### config.mk
export PLATFORM = sky130hd
export DESIGN_NAME = altcmp_gen
export DESIGN_NICKNAME = d
export VERILOG_FILES = /design/src/rtl/altcmp_pkg.sv /design/src/rtl/altcmp_counter.sv /design/src/rtl/altcmp_advance.sv /design/src/rtl/altcmp_wave.sv /design/src/rtl/altcmp_gen.sv
export SDC_FILE = /design/constraint.sdc
export NUM_CORES = 1
export LEC_CHECK = 0
export BUFFER_PORTS_ARGS = -buffer_cell sky130_fd_sc_hd__buf_4
export CORE_UTILIZATION = 40
export CTS_CLUSTER_SIZE = 30
export DETAILED_ROUTE_END_ITERATION = 16
export SYNTH_ARGS = -nofsm -noshare
export SYNTH_HDL_FRONTEND = slang
export SYNTH_SLANG_ARGS = --single-unit
### constraint.sdc
create_clock -name clk_i -period 4.17 [get_ports clk_i]
set_input_delay 0.2085 -clock clk_i [delete_from_list [all_inputs] [get_ports clk_i]]
set_output_delay 0.2085 -clock clk_i [all_outputs]
set_load 0.01 [all_outputs]
### src/rtl/altcmp_pkg.sv
package altcmp_pkg;
  // Which interval the next match will add to the compare register.
  typedef enum logic {
    PH_LOW_NEXT  = 1'b0,
    PH_HIGH_NEXT = 1'b1
  } phase_e;
endpackage

### src/rtl/altcmp_counter.sv
module altcmp_counter #(
  parameter int unsigned CW = 16
) (
  input  logic          clk_i,
  input  logic          rst_i,
  input  logic          tick_i,
  input  logic [CW-1:0] cmp_i,
  output logic [CW-1:0] cnt_o,
  output logic          hit_o
);
  localparam logic [CW-1:0] ONE = {{(CW-1){1'b0}}, 1'b1};

  logic [CW-1:0] cnt_q;
  logic [CW-1:0] cnt_inc;

  assign cnt_inc = cnt_q + ONE;

  always_ff @(posedge clk_i) begin
    if (rst_i)       cnt_q <= '0;
    else if (tick_i) cnt_q <= cnt_inc;
  end

  // A hit is the tick that lands the counter on the compare value.
  assign hit_o = tick_i & (cnt_inc == cmp_i);
  assign cnt_o = cnt_q;
endmodule

### src/rtl/altcmp_advance.sv
module altcmp_advance
  import altcmp_pkg::*;
#(
  parameter int unsigned CW = 16
) (
  input  logic          clk_i,
  input  logic          rst_i,
  input  logic          hit_i,
  input  logic [CW-1:0] init_cmp_i,
  input  logic [CW-1:0] low_iv_i,
  input  logic [CW-1:0] high_iv_i,
  output logic [CW-1:0] cmp_o,
  output phase_e        phase_o
);
  logic [CW-1:0] cmp_q;
  logic [CW-1:0] step;
  phase_e        phase_q;

  assign step = (phase_q == PH_LOW_NEXT) ? low_iv_i : high_iv_i;

  always_ff @(posedge clk_i) begin
    if (rst_i) begin
      cmp_q   <= init_cmp_i;
      phase_q <= PH_LOW_NEXT;
    end else if (hit_i) begin
      cmp_q   <= cmp_q + step;  // wraps at CW bits
      phase_q <= (phase_q == PH_LOW_NEXT) ? PH_HIGH_NEXT : PH_LOW_NEXT;
    end
  end

  assign cmp_o   = cmp_q;
  assign phase_o = phase_q;
endmodule

### src/rtl/altcmp_wave.sv
module altcmp_wave
  import altcmp_pkg::*;
(
  input  logic   clk_i,
  input  logic   rst_i,
  input  logic   hit_i,
  input  phase_e phase_i,
  output logic   wave_o,
  output logic   match_o
);
  logic wave_q;
  logic match_q;

  always_ff @(posedge clk_i) begin
    if (rst_i) begin
      wave_q  <= 1'b0;
      match_q <= 1'b0;
    end else begin
      match_q <= hit_i;
      // After a low-interval add the match sets; after a high add it clears.
      if (hit_i) wave_q <= (phase_i == PH_HIGH_NEXT);
    end
  end

  assign wave_o  = wave_q;
  assign match_o = match_q;
endmodule

### src/rtl/altcmp_gen.sv
module altcmp_gen
  import altcmp_pkg::*;
#(
  parameter int unsigned CW = 16
) (
  input  logic          clk_i,
  input  logic          rst_i,
  input  logic          tick_i,
  input  logic [CW-1:0] init_cmp_i,
  input  logic [CW-1:0] low_iv_i,
  input  logic [CW-1:0] high_iv_i,
  output logic          wave_o,
  output logic          match_o
);
  logic [CW-1:0] cnt_q;
  logic [CW-1:0] cmp_q;
  logic          hit;
  phase_e        phase_q;

  altcmp_counter #(.CW(CW)) u_cnt (
    .clk_i (clk_i),
    .rst_i (rst_i),
    .tick_i(tick_i),
    .cmp_i (cmp_q),
    .cnt_o (cnt_q),
    .hit_o (hit)
  );

  altcmp_advance #(.CW(CW)) u_adv (
    .clk_i     (clk_i),
    .rst_i     (rst_i),
    .hit_i     (hit),
    .init_cmp_i(init_cmp_i),
    .low_iv_i  (low_iv_i),
    .high_iv_i (high_iv_i),
    .cmp_o     (cmp_q),
    .phase_o   (phase_q)
  );

  altcmp_wave u_wave (
    .clk_i  (clk_i),
    .rst_i  (rst_i),
    .hit_i  (hit),
    .phase_i(phase_q),
    .wave_o (wave_o),
    .match_o(match_o)
  );
endmodule

==> impl_metrics.toml, run 1 <==
[placement]
place_area_um2 = 3296
io_buffers = 52
finalWeightedCongestion = 0.8989
dpl.hpwl_mm = 5.207
pre_cts_slack_ns = 0.8647
placed_cells = 464

[clock_tree]
cts_tree = "built"
cts_inserted_buffers = 5
cts.sinks = 35
path_clk_slew_ns = 0.07
ctsResizeCount = 0
post-cts-setup-buffer-count = 0
hold_buffers = 0
insertion_delay_ns = 0.29
cts-root-buf = "clkbuf_8"
cts_htree_levels = 2
cts_buffer_depth = 2

[routing]
via_count = 2541
drtAntennaViolNets = 0
vias_per_cell = 5.383
drt-total-wl_mm = 6.733
drt-pass1-iter-count = 4
dr.first_iter.drc_count = 127
remaining_drc_errors = 0
routed_wire_length_per_instance_um = 14.26

[finish]
stdcell_count = 472
nFillCells = 667
drive_gt1_share_pct = 20.74
nets = 443
insertedDiodeCount = 0
final_design_area_no_fill_um2 = 3377
syn2layout_area_growth_pct = 16.89

[yosys]
synth.most_common_cell = "nor2_1"
synth-seq-cells = 35
ys_types = 53
synth_commonest_cells = "nor2_1 (32), nand2_1 (24), xor2_1 (24)"
synth_nets = 402
synth.avg_cell_area_um2 = 8.650
yosysTopAreaCell = "edfxtp_1"
post-synth-top-area-fraction_pct = 16.63
postSynthCellCount = 334
synth_edf_count = 16
synth_area_leaders = "edfxtp_1 (17%), dfxtp_1 (13%), xor2_1 (7.3%)"
yosysSeqAreaShare_pct = 29.80
yosys_most_used_dff = "dfxtp_1"
synth_area_um2 = 2889
ys_warn_count = 0
ys_async_sr_fraction_pct = 0

[outcome]
status = "finished, final reports clean"

[worst_setup_path]
path_buf_inv = 1
cp-start-kind = "flop"
worstPathArrival_ns = 3.47
path_class = "flop to flop"
worstPathRequired_ns = 4.30
path_common_cell = "o21ai_0"
critPathMaxStageDelay_ns = 0.65
cp_max_fo = 12
cp_slowest_cell = "dfxtp_1"
cp_cell_sequence = "mux2_2 -> ha_1 -> inv_1 -> fa_1 -> nor2b_1 -> o21ai_0 -> a21boi_0 -> nor3_1 -> o21ai_0 -> or3b_2 -> a32oi_1"
cp_top_family = "simple AND/OR/NAND/NOR gates"
worst_setup_path_end_kind = "flop"

[global_routing]
antenna_found_initial = 0
grt_pass1_wl_mm = 11.25
grt_max_degree = 54
grt_overflow = 0
grt_util_all_layers_pct = 19.10
grt_pass1_vias = 2419

[min_path]
hp-class = "primary input to flop"

[timing]
rsz0062_at_grt = "no"
setup_viol = 0
finalCritPeriodShare_pct = 80.16
hold_viol = 0
worst_pin_slew_ns = 0.6976
min_period_ns = 3.343
relSlewSlack_pct = 53.49
whs_ns = 0.1951
fin_skew_ns = 0.003422
fmax_mhz = 299.2
maxSlewViolCount = 0
tns_ns = 0
setup_ws_ns = 0.8273

[power_and_ir_drop]
clkPwrFrac_pct = 25.5
vdd_drop_max_mv = 0.1159
pwr_density_cell_nw_per_um2 = 277.9
swShare_pct = 30.85
p_leak_nw = 1.337
switchingPower_mw = 0.2895
pwr-share-comb_pct = 30.2
seqPwrFrac_pct = 44.2
intPower_mw = 0.6489

[run]
maxCapViolations = 0

[floorplan]
die_w_um = 86.99
die_h_um = 86.99
initial_utilization_pct = 42.06
io_pins = 53
die_area_um2 = 7566
num_rows = 30
fp.coreArea_um2 = 6869
-- flip-flops by register name, summed over array words and instances (netlist names) --
name / flops
u_adv.cmp_o: 16
u_adv.phase_o: 1
u_wave.match_o: 1
u_wave.wave_o: 1
u_cnt.cnt_o: 16
-- layout make-up --
cell class,count,area (um^2),area share [%]
clock buffers,7,76.32,2.260
repair buffers,53,397.9,11.78
clock inverters,1,5.005,0.1482
multi-input cells,271,1883,55.76
flip-flops and latches,35,860.8,25.49
inverters,9,33.78,1.000
well taps,96,120.1,3.557
-- final timing paths --
kind,start,to,slack [ns],cells after the start
setup / recovery,u_adv.phase_o$_SDFFE_PP0P_,u_adv.cmp_o[12]$_DFFE_PP_,0.83,11
hold / removal,init_cmp_i[1],u_adv.cmp_o[1]$_DFFE_PP_,0.20,3
setup reg to reg,u_adv.phase_o$_SDFFE_PP0P_,u_adv.cmp_o[12]$_DFFE_PP_,0.83,11
hold reg to reg,u_cnt.cnt_o[15]$_SDFFE_PP0P_,u_cnt.cnt_o[15]$_SDFFE_PP0P_,0.50,2
-- worst min-delay path, stage by stage --
cell	delay, ns
buf_4	0.08
nand2_1	0.04
o21ai_0	0.05
-- per-layer routing --
metal  wire, um  global-route usage [%]  up-vias
li1           -                       -     1289
met5          0                       0        -
met3        243                   4.360       13
met1       3283                   26.21     1176
met2       3058                   29.49       63
met4        147                   6.364        0
-- cells in the final DEF (no fill, tap or decap), drive strengths merged, types with 3 or more instances in the layout --
cell    instances
nand3          14
and3            3
buf            53
nand2          24
a21o            6
o21bai          3
a211oi          6
o21ai          22
ha             16
nor2b           5
mux2i           5
nand4          14
inv             9
or3             5
xnor2          18
nor2           32
xor2           24
clkbuf          7
a21oi          15
dfxtp          19
nand2b          3
and2            3
mux2           15
edfxtp         16
and4            3
nor3            5
-- cells by family after synthesis --
| logic type | share of synthesized area (%) |
|---|---|
| AO/OA/AOI/OAI | 16.15 |
| XOR/XNOR | 12.73 |
| adder cells (fa/ha/maj) | 7.622 |
| buffers and inverters | 5.024 |
| flip-flops | 29.80 |
| multiplexers | 7.579 |
| AND/OR/NAND/NOR | 21.09 |
-- per-stage QoR --
step	power, mW	util, %
floorplan	0.6199	-
global placement	0.7003	47.98
detailed placement	0.7037	47.98
CTS	0.9441	49.16
global route	0.9994	49.16
finish	0.9384	49.16
-- power by group through the flow --
stage / Combinational [mW] / Clock (mW) / Sequential [mW]
final: 0.284 / 0.239 / 0.415
after global routing: 0.318 / 0.265 / 0.417
after CTS: 0.283 / 0.246 / 0.415
after detailed placement: 0.281 / 0 / 0.422
after global placement: 0.279 / 0 / 0.421
after floorplan: 0.210 / 0 / 0.410
No activity file was read; power rests on OpenSTA's default activity.
==> run 2: changes to the inputs <==
Clock period 4.17 ns to 3 ns, I/O delays scaled along.
==> impl_metrics.toml, run 2 (same netlist as run 1, synthesis figures left out) <==
[timing]
rsz0062_at_grt = "no"
worst_pin_slew_ns = 0.4993
setup_ws_ns = 0.1861
tns_ns = 0
maxSlewViolCount = 0
setup_viol = 0
finalCritPeriodShare_pct = 93.80
fmax_mhz = 355.4
relSlewSlack_pct = 66.71
fin_skew_ns = 0.003876
min_period_ns = 2.814
hold_viol = 0
whs_ns = 0.1345

[worst_setup_path]
cp_max_fo = 5
worstPathRequired_ns = 3.14
cp_slowest_cell = "or3b_2"
cp-start-kind = "flop"
cp_cell_sequence = "mux2_2 -> ha_1 -> inv_1 -> fa_1 -> nor2b_1 -> o21ai_0 -> a21boi_1 -> nor3_2 -> o21ai_0 -> or3b_2 -> a32oi_1"
worstPathArrival_ns = 2.95
path_common_cell = "o21ai_0"
path_class = "flop to flop"
worst_setup_path_end_kind = "flop"
critPathMaxStageDelay_ns = 0.48

[finish]
drive_gt1_share_pct = 24.94
final_design_area_no_fill_um2 = 3525
nFillCells = 656
insertedDiodeCount = 0
final_cell_mix = "buf_4 (65), nor2_1 (32), nand2_1 (24), xor2_1 (24), o21ai_0 (22)"
layout_commonest_cell = "buf_4"
nets = 456
syn2layout_area_growth_pct = 22.00
register_area_um2 = 862.1
multi_input_area_um2 = 1901

[routing]
drt-total-wl_mm = 6.658
drtAntennaViolNets = 0
vias_per_cell = 5.340
remaining_drc_errors = 0
via_count = 2590
drt-pass1-iter-count = 4
dr.first_iter.drc_count = 82
routed_wire_length_per_instance_um = 13.73

[clock_tree]
post-cts-setup-buffer-count = 0
path_clk_slew_ns = 0.07
cts_tree = "built"
cts_htree_levels = 2
cts_buffer_depth = 2
insertion_delay_ns = 0.29
cts_inserted_buffers = 5
cts-root-buf = "clkbuf_8"
cts.sinks = 35

[power_and_ir_drop]
clkPwrFrac_pct = 27.6
switchingPower_mw = 0.4081
pwr_density_cell_nw_per_um2 = 389.7
seqPwrFrac_pct = 41.6
p_leak_nw = 1.424
pwr-share-comb_pct = 30.8
total_power_mw = 1.374
swShare_pct = 29.71
vdd_drop_max_mv = 0.2065
intPower_mw = 0.9655

[global_routing]
grt_pass1_vias = 2435
grt_overflow = 0
grt_util_all_layers_pct = 18.73
grt_max_degree = 54
antenna_found_initial = 0
grt_pass1_wl_mm = 11.09

[outcome]
status = "finished, final reports clean"

[floorplan]
die_h_um = 86.99
num_rows = 30
die_area_um2 = 7566
fp.coreArea_um2 = 6869
io_pins = 53
die_w_um = 86.99
initial_utilization_pct = 42.06

[placement]
finalWeightedCongestion = 0.9237
place_area_um2 = 3406
io_buffers = 52
dpl.hpwl_mm = 5.102
pre_cts_slack_ns = 0.03888

[min_path]
hp-class = "primary input to flop"

[run]
maxCapViolations = 0
## run 2: critical path, delay by kind of cell (launching register included)
family | cells | cell delay (ns)
AND/OR/NAND/NOR | 3 | 0.74
AO/OA/AOI/OAI | 4 | 0.71
adder cells (fa/ha/maj) | 2 | 0.40
flip-flops | 1 | 0.39
multiplexers | 1 | 0.35
buffers and inverters | 1 | 0.07
## run 2: path summary, 6_finish.rpt
kind                           startpoint                           end  slack (ns)  depth (start not counted)
max            u_adv.phase_o$_SDFFE_PP0P_     u_adv.cmp_o[12]$_DFFE_PP_        0.19                         11
max reg2reg    u_adv.phase_o$_SDFFE_PP0P_     u_adv.cmp_o[12]$_DFFE_PP_        0.19                         11
min                         init_cmp_i[5]      u_adv.cmp_o[5]$_DFFE_PP_        0.13                          3
min reg2reg  u_cnt.cnt_o[15]$_SDFFE_PP0P_  u_cnt.cnt_o[15]$_SDFFE_PP0P_        0.51                          2
## run 2: area by class of cell
type                            instances  area share (%)
Clock buffer                            8           2.840
Multi-Input combinational cell        271           53.92
Inverter                                9          0.9585
Sequential cell                        35           24.46
Tap cell                               96           3.408
Timing Repair Buffer                   66           14.41
## run 2: metal layers
layer | part of all wire (%) | routed length (um) | global-route usage [%] | up-vias
met1 | 50 | 3344 | 25.89 | 1175
met2 | 44 | 2908 | 29.21 | 78
met4 | 1.9 | 126 | 6.970 | 0
met5 | 0 | 0 | 0 | -
li1 | - | - | - | 1325
met3 | 4.2 | 278 | 3.128 | 12
## run 2: power by group through the flow
| stage | combinational, mW | clock (mW) | sequential (mW) |
|---|---|---|---|
| 2_1_floorplan | 0.292 | 0 | 0.569 |
| 3_3_place_gp | 0.410 | 0 | 0.581 |
| 3_5_place_dp | 0.412 | 0 | 0.582 |
| 4_1_cts | 0.415 | 0.388 | 0.571 |
| 5_1_grt | 0.472 | 0.408 | 0.575 |
| 6_report | 0.423 | 0.380 | 0.571 |
## run 2: stage by stage
step	util, %	std cells
2_1_floorplan	-	334
3_3_place_gp	49.58	477
3_5_place_dp	49.58	477
4_1_cts	51.04	485
5_1_grt	51.31	485
6_report	51.31	485
## run 2: repair_timing
action,CTS,global route
setup endpoints to repair,0,5
hold buffers,0,0
gates resized for setup,0,6
